`src/rtl/fsel_pkg.sv`:
```
// Package fsel_pkg
// Shared types for the pointer unit: the layout mode and the operation
// picked in a cycle. Assumes a 2-bit mode code from the core.
package fsel_pkg;

    typedef enum logic [1:0] {
        MODE_STD    = 2'd0,
        MODE_COMPAT = 2'd1,
        MODE_WIDE   = 2'd2,
        MODE_ALT    = 2'd3
    } fsel_mode_e;

    typedef enum logic [1:0] {
        OP_NONE  = 2'd0,
        OP_WRITE = 2'd1,
        OP_BANK  = 2'd2,
        OP_INC   = 2'd3
    } fsel_op_e;

endpackage

```
`src/rtl/fsel_op_arbiter.sv`:
```
// Module fsel_op_arbiter
// Picks one operation per cycle from the three strobes: write, then bank
// load, then increment. Assumes strobes are single-cycle and synchronous.
module fsel_op_arbiter
    import fsel_pkg::*;
(
    input  logic     wr_en,
    input  logic     bank_ld,
    input  logic     inc_en,
    output fsel_op_e op_o
);

    // Fixed-priority choice of the cycle's operation.
    always_comb begin
        if (wr_en)
            op_o = OP_WRITE;
        else if (bank_ld)
            op_o = OP_BANK;
        else if (inc_en)
            op_o = OP_INC;
        else
            op_o = OP_NONE;
    end

    // a raised write strobe is never displaced by a lower-priority op.
    always_comb begin
        if (wr_en) begin
            p_write_first_r8: assert (op_o == OP_WRITE);
        end
    end

endmodule

```
`src/rtl/fsel_bank_merge.sv`:
```
// Module fsel_bank_merge
// Forms the pointer value that a bank load leaves behind. The literal is
// placed at the top of the word, or one bit lower in wide mode. Assumes
// DATA_W > BANK_W + 1, so that the wide slot fits below the group bit.
module fsel_bank_merge
    import fsel_pkg::*;
#(
    parameter int DATA_W = 8,
    parameter int BANK_W = 3
) (
    input  logic [DATA_W-1:0] cur_i,
    input  logic [BANK_W-1:0] lit_i,
    input  fsel_mode_e        mode_i,
    output logic [DATA_W-1:0] merged_o
);

    localparam int STD_LSB  = DATA_W - BANK_W;
    localparam int WIDE_LSB = DATA_W - 1 - BANK_W;

    logic [DATA_W-1:0] std_val;
    logic [DATA_W-1:0] wide_val;

    // Literal in the top bits; every other bit is kept.
    always_comb begin
        std_val = cur_i;
        std_val[STD_LSB +: BANK_W] = lit_i;
    end

    // Literal just under the group bit; the group bit and low bits are kept.
    always_comb begin
        wide_val = cur_i;
        wide_val[WIDE_LSB +: BANK_W] = lit_i;
    end

    // Choose the slot by layout. The compatible and spare codes use the
    // standard slot.
    always_comb begin
        merged_o = (mode_i == MODE_WIDE) ? wide_val : std_val;
    end

endmodule

```
`src/rtl/fsel_view_mask.sv`:
```
// Module fsel_view_mask
// Read-path mask. In compatible mode the top BANK_W bits read as ones;
// the stored register is not changed. Assumes BANK_W < DATA_W.
module fsel_view_mask
    import fsel_pkg::*;
#(
    parameter int DATA_W = 8,
    parameter int BANK_W = 3
) (
    input  logic [DATA_W-1:0] stored_i,
    input  fsel_mode_e        mode_i,
    output logic [DATA_W-1:0] view_o
);

    localparam int STD_LSB = DATA_W - BANK_W;

    logic force_hi;

    // Compatible layout pins the bank bits.
    always_comb force_hi = (mode_i == MODE_COMPAT);

    // Low bits pass through; bank bits are forced to one when pinned.
    for (genvar b = 0; b < DATA_W; b++) begin : g_bit
        if (b >= STD_LSB) begin : g_bank
            assign view_o[b] = stored_i[b] | force_hi;
        end else begin : g_low
            assign view_o[b] = stored_i[b];
        end
    end

endmodule

```
`src/rtl/fsel_incr.sv`:
```
// Module fsel_incr
// Adds one to the visible pointer and reports whether the full-width
// result wrapped to zero. The zero test is taken before any read mask.
module fsel_incr #(
    parameter int DATA_W = 8
) (
    input  logic [DATA_W-1:0] val_i,
    output logic [DATA_W-1:0] sum_o,
    output logic              zero_o
);

    // Add one, dropping the carry out of the top bit.
    always_comb sum_o = val_i + DATA_W'(1);

    // Zero test on the unmasked sum.
    always_comb zero_o = (sum_o == '0);

    // a zero sum only comes from an all-ones operand.
    always_comb begin
        if (zero_o) begin
            p_zero_from_ones_r9: assert (&val_i);
        end
    end

endmodule

```
`src/rtl/fsel_ptr_unit.sv`:
```
// Module fsel_ptr_unit
// Pointer register with bank selection. It holds the stored pointer and
// the registered zero flag of the last increment, and applies one
// operation per clock. Assumes mode_i is quasi-static and reset is
// synchronous, active low.
module fsel_ptr_unit
    import fsel_pkg::*;
#(
    parameter int DATA_W = 8,
    parameter int BANK_W = 3
) (
    input  logic              clk,
    input  logic              rst_n,
    input  logic [1:0]        mode_i,
    input  logic              wr_en,
    input  logic [DATA_W-1:0] wr_data,
    input  logic              bank_ld,
    input  logic [BANK_W-1:0] bank_lit,
    input  logic              inc_en,
    output logic [DATA_W-1:0] ptr_o,
    output logic              inc_zero_o
);

    localparam int STD_LSB  = DATA_W - BANK_W;
    localparam int WIDE_LSB = DATA_W - 1 - BANK_W;

    fsel_mode_e        mode;
    fsel_op_e          op;
    logic [DATA_W-1:0] ptr_q;
    logic [DATA_W-1:0] view;
    logic [DATA_W-1:0] bank_val;
    logic [DATA_W-1:0] inc_val;
    logic              inc_zero;
    logic [DATA_W-1:0] ptr_d;
    logic              zero_q;

    // Decode the raw mode code into the shared type.
    always_comb mode = fsel_mode_e'(mode_i);

    fsel_op_arbiter u_arb (
        .wr_en   (wr_en),
        .bank_ld (bank_ld),
        .inc_en  (inc_en),
        .op_o    (op)
    );

    fsel_view_mask #(.DATA_W(DATA_W), .BANK_W(BANK_W)) u_view (
        .stored_i (ptr_q),
        .mode_i   (mode),
        .view_o   (view)
    );

    fsel_bank_merge #(.DATA_W(DATA_W), .BANK_W(BANK_W)) u_bank (
        .cur_i    (ptr_q),
        .lit_i    (bank_lit),
        .mode_i   (mode),
        .merged_o (bank_val)
    );

    fsel_incr #(.DATA_W(DATA_W)) u_inc (
        .val_i  (view),
        .sum_o  (inc_val),
        .zero_o (inc_zero)
    );

    // Next stored value for the chosen operation.
    always_comb begin
        unique case (op)
            OP_WRITE: ptr_d = wr_data;
            OP_BANK:  ptr_d = bank_val;
            OP_INC:   ptr_d = inc_val;
            default:  ptr_d = ptr_q;
        endcase
    end

    // Pointer storage with synchronous clear.
    always_ff @(posedge clk) begin
        if (!rst_n)
            ptr_q <= '0;
        else
            ptr_q <= ptr_d;
    end

    // Zero flag: set only by an increment that wraps to zero.
    always_ff @(posedge clk) begin
        if (!rst_n)
            zero_q <= 1'b0;
        else
            zero_q <= (op == OP_INC) && inc_zero;
    end

    assign ptr_o      = view;
    assign inc_zero_o = zero_q;

    // standard/spare bank load fills the top bits and keeps the rest.
    p_bank_std_r3: assert property (@(posedge clk) disable iff (!rst_n)
        (wr_en == 1'b0 && bank_ld && mode != MODE_WIDE) |=>
        (ptr_q[STD_LSB +: BANK_W] == $past(bank_lit)) &&
        (ptr_q[STD_LSB-1:0] == $past(ptr_q[STD_LSB-1:0])));

    // a bank load leaves the zero flag low.
    p_bank_noflag_r3: assert property (@(posedge clk) disable iff (!rst_n)
        (bank_ld && !wr_en) |=> !inc_zero_o);

    // wide bank load keeps the group bit and the low bits.
    p_bank_wide_r6: assert property (@(posedge clk) disable iff (!rst_n)
        (!wr_en && bank_ld && mode == MODE_WIDE) |=>
        (ptr_q[DATA_W-1] == $past(ptr_q[DATA_W-1])) &&
        (ptr_q[WIDE_LSB +: BANK_W] == $past(bank_lit)) &&
        (ptr_q[WIDE_LSB-1:0] == $past(ptr_q[WIDE_LSB-1:0])));

    // compatible mode always shows ones in the bank bits.
    p_compat_high_r4: assert property (@(posedge clk) disable iff (!rst_n)
        (mode == MODE_COMPAT) |-> (&ptr_o[STD_LSB +: BANK_W]));

    // a byte write always lands in full.
    p_write_prio_r8: assert property (@(posedge clk) disable iff (!rst_n)
        wr_en |=> (ptr_q == $past(wr_data)));

    // the zero flag only follows a lone increment.
    p_zero_src_r9: assert property (@(posedge clk) disable iff (!rst_n)
        inc_zero_o |-> $past(inc_en && !wr_en && !bank_ld));

    // compatible increment from all ones reports zero.
    p_compat_wrap_r5: assert property (@(posedge clk) disable iff (!rst_n)
        (inc_en && !wr_en && !bank_ld && mode == MODE_COMPAT && (&ptr_o))
        |=> inc_zero_o);

endmodule

```
`config.mk`:
```
export PLATFORM = sky130hd
export DESIGN_NAME = fsel_ptr_unit
export DESIGN_NICKNAME = d
export VERILOG_FILES = /design/src/rtl/fsel_pkg.sv /design/src/rtl/fsel_op_arbiter.sv /design/src/rtl/fsel_bank_merge.sv /design/src/rtl/fsel_view_mask.sv /design/src/rtl/fsel_incr.sv /design/src/rtl/fsel_ptr_unit.sv
export SDC_FILE = /design/constraint.sdc
export NUM_CORES = 1
export LEC_CHECK = 0
export BUFFER_PORTS_ARGS = -buffer_cell sky130_fd_sc_hd__clkbuf_2
export CORE_UTILIZATION = 50
export CTS_BUF_LIST = sky130_fd_sc_hd__clkbuf_8 sky130_fd_sc_hd__clkbuf_16
export CTS_CLUSTER_SIZE = 14
export DETAILED_ROUTE_END_ITERATION = 12
export GPL_ROUTABILITY_DRIVEN = 0
export PLACE_DENSITY = 0.85
export SLEW_MARGIN = 20
export SYNTH_ARGS = -nofsm -noshare
export SYNTH_HDL_FRONTEND = slang
export SYNTH_SLANG_ARGS = --single-unit
```
`constraint.sdc`:
```
create_clock -name clk -period 1.89 [get_ports clk]
set_input_delay 0.189 -clock clk [delete_from_list [all_inputs] [get_ports clk]]
set_output_delay 0.189 -clock clk [all_outputs]
set_load 0.05 [all_outputs]
```
==> results.json <==
{
  "drt-initial-drc-count": 25,
  "maxCapViolations": 0,
  "die_w_um": 43.62,
  "post-route-util_pct": 61.32,
  "port_buffers": 26,
  "cts_resized": 0,
  "cts_buffer_depth": 2,
  "intPower_mw": 0.4160,
  "combPwrFrac_pct": 28.9,
  "root_buffer": "clkbuf_8",
  "drive_gt1_share_pct": 30.40,
  "grt_antenna_before_repair": 0,
  "leakagePower_nw": 0.4387,
  "rsz0062_at_grt": "no",
  "num_rows": 14,
  "hold_violations": 0,
  "synth_cell_types": 46,
  "worst_slew_pin_slew_ns": 0.4060,
  "grt_pass1_wl_mm": 3.187,
  "die_h_um": 43.62,
  "cts_hold_buf": 0,
  "synth-edff-count": 0,
  "ant_nets": 0,
  "critPathArrivalTime_ns": 1.83,
  "hold_class": "primary input to flop",
  "critical_path_class": "flop to flop",
  "synthCells": 107,
  "coreArea_sq_mm": 0.001559,
  "nNetsFinal": 146,
  "drc": 2,
  "slew_headroom_pct": 72.88,
  "cts_buffers": 3,
  "cts_tree": "done",
  "ctsHtreeMaxLevel": 1,
  "grt_start_max_net_pins": 14,
  "violations": "design-rule violations",
  "num_antenna_cells": 0,
  "finalCritPeriodShare_pct": 87.72,
  "drtPass1Iterations": 8,
  "grt_pass1_vias": 764,
  "start_util_pct": 55.54,
  "min_period_ns": 1.658,
  "synthFlopType": "dfxtp_1",
  "clkPwrFrac_pct": 35.3,
  "max_freq_mhz": 603.2,
  "wl_per_cell_um": 13.79,
  "p_seq_share_pct": 35.9,
  "die_area_sq_mm": 0.001902,
  "synth_nets": 127,
  "clkTransAtPathRegs_ns": 0.05,
  "yosysSeqAreaShare_pct": 20.81,
  "grt_use_total_pct": 22.83,
  "cts_setup_buffers": 0,
  "wl_mm": 1.945,
  "final-max-slew-violation-count": 0,
  "start_kind": "flop",
  "areaGrowthSynthToFinish_pct": 10.40,
  "clk-insertion-delay-late_ns": 0.24,
  "crit_fanout": 6,
  "via_per_inst": 6.085,
  "async_flop_share_pct": 0,
  "p_sw_share_pct": 35.27,
  "setup_tns_ns": 0,
  "setup.worst_path.end_class": "flop",
  "gr-total-overflow": 0,
  "status": "finished, violations left",
  "syn_area_sq_um": 865.8,
  "vias": 858,
  "p_switching_mw": 0.2266,
  "r2r_cells": 5,
  "ys_warn_count": 0,
  "dp_hpwl_mm": 1.502,
  "skew_ns": 0.002870,
  "synth.ff_latch_count": 9,
  "syn_area_per_cell_sq_um": 8.092,
  "power.density_mw_per_mm2": 672.3,
  "vdd_drop_max_mv": 0.2849,
  "clock_sinks": 9,
  "io_pins": 27,
  "hold_depth": 2,
  "setup_viol": 0,
  "cp_data_required_time_ns": 2.06
}
[logic make-up after synthesis]
logic type	synth area share, %
buffers and inverters	13.00
flip-flops	20.81
XOR/XNOR	4.047
multiplexers	3.613
AO/OA/AOI/OAI	26.30
AND/OR/NAND/NOR	29.34
adder cells (fa/ha/maj)	2.890
[layout make-up]
class,instances,area (sq um)
clock buffers,3,41.29
repair buffers,26,130.1
multi-input cells,84,573.1
inverters,2,7.507
well taps,16,20.02
clock inverters,1,3.754
flip-flops and latches,9,180.2
fillers,141,603.1
[flip-flops by register name, indices dropped and copies added (netlist names)]
signal / cells
ptr_q: 8
inc_zero_o: 1
[path summary, 6_finish.rpt]
path,to,slack [ns],from
setup / recovery,ptr_q[4],0.23,ptr_q[0]
setup reg to reg,ptr_q[4],0.23,ptr_q[0]
hold / removal,ptr_q[0],0.20,wr_data[0]
hold reg to reg,ptr_q[4],0.61,ptr_q[4]
[Yosys cell counts (2+ instances only)]
cell,number,area [sq um]
a211oi_1,4,30.03
a21oi_1,4,20.02
a31o_2,2,17.52
a31oi_1,3,18.77
buf_4,6,45.04
clkbuf_8,3,41.29
dfxtp_1,9,180.2
ha_1,2,25.02
inv_1,2,7.510
mux2i_1,2,20.02
nand2_1,10,37.54
nand2b_1,5,31.28
nand3_1,5,25.02
nor2_1,3,11.26
nor3_1,4,20.02
o211a_1,4,40.04
o21ai_0,7,35.03
or3_1,2,12.51
xnor2_1,3,26.28
[routing by layer]
layer,up-vias,track usage [%],share of wire (%)
li1,431,-,-
met1,383,26.60,45
met2,37,38.51,46
met3,7,2.917,4.9
met4,0,15.63,3.4
met5,-,0,0
[placed cells by master, fill, tap and decap left out, types with 2 or more instances in the layout]
cell type	synthesis	routed
inv_1	2	3
nor3_1	4	4
o211a_1	4	4
or3_1	2	2
a211oi_1	4	4
o21ai_0	7	7
a31o_2	2	2
clkbuf_2	0	26
mux2i_1	2	2
xnor2_1	3	3
nand2b_1	5	5
a31oi_1	3	3
nand2_1	10	10
ha_1	2	2
nand3_1	5	5
dfxtp_1	9	9
nor2_1	3	3
clkbuf_8	3	3
a21oi_1	4	4
[critical path: stages (launching register included)]
cell,delay (ns)
dfxtp_1,0.43
ha_1,0.27
nand3_1,0.11
or4_1,0.42
a31o_2,0.26
a21boi_1,0.10
[power by group through the flow]
| stage | logic (mW) | registers, mW | clock network (mW) |
|---|---|---|---|
| final | 0.186 | 0.230 | 0.227 |
| after CTS | 0.186 | 0.230 | 0.227 |
| after floorplan | 0.169 | 0.220 | 0 |
| after global placement | 0.182 | 0.233 | 0 |
| after detailed placement | 0.185 | 0.234 | 0 |
| after global routing | 0.202 | 0.233 | 0.242 |
[through the flow]
stage / setup WS [ns] / cells / total power [mW] / hold WS [ns] / area, sq um
2_1_floorplan: 0.3753 / 107 / 0.3889 / 0.3454 / 865.8
3_3_place_gp: 0.3182 / 137 / 0.4144 / 0.4300 / 910.9
3_5_place_dp: 0.2609 / 137 / 0.4189 / 0.4381 / 910.9
4_1_cts: 0.2430 / 141 / 0.6426 / 0.1960 / 955.9
5_1_grt: 0.1343 / 141 / 0.6770 / 0.1955 / 955.9
6_report: 0.2321 / 141 / 0.6427 / 0.1955 / 955.9
Note: power is estimated with default switching activity, not from simulation.
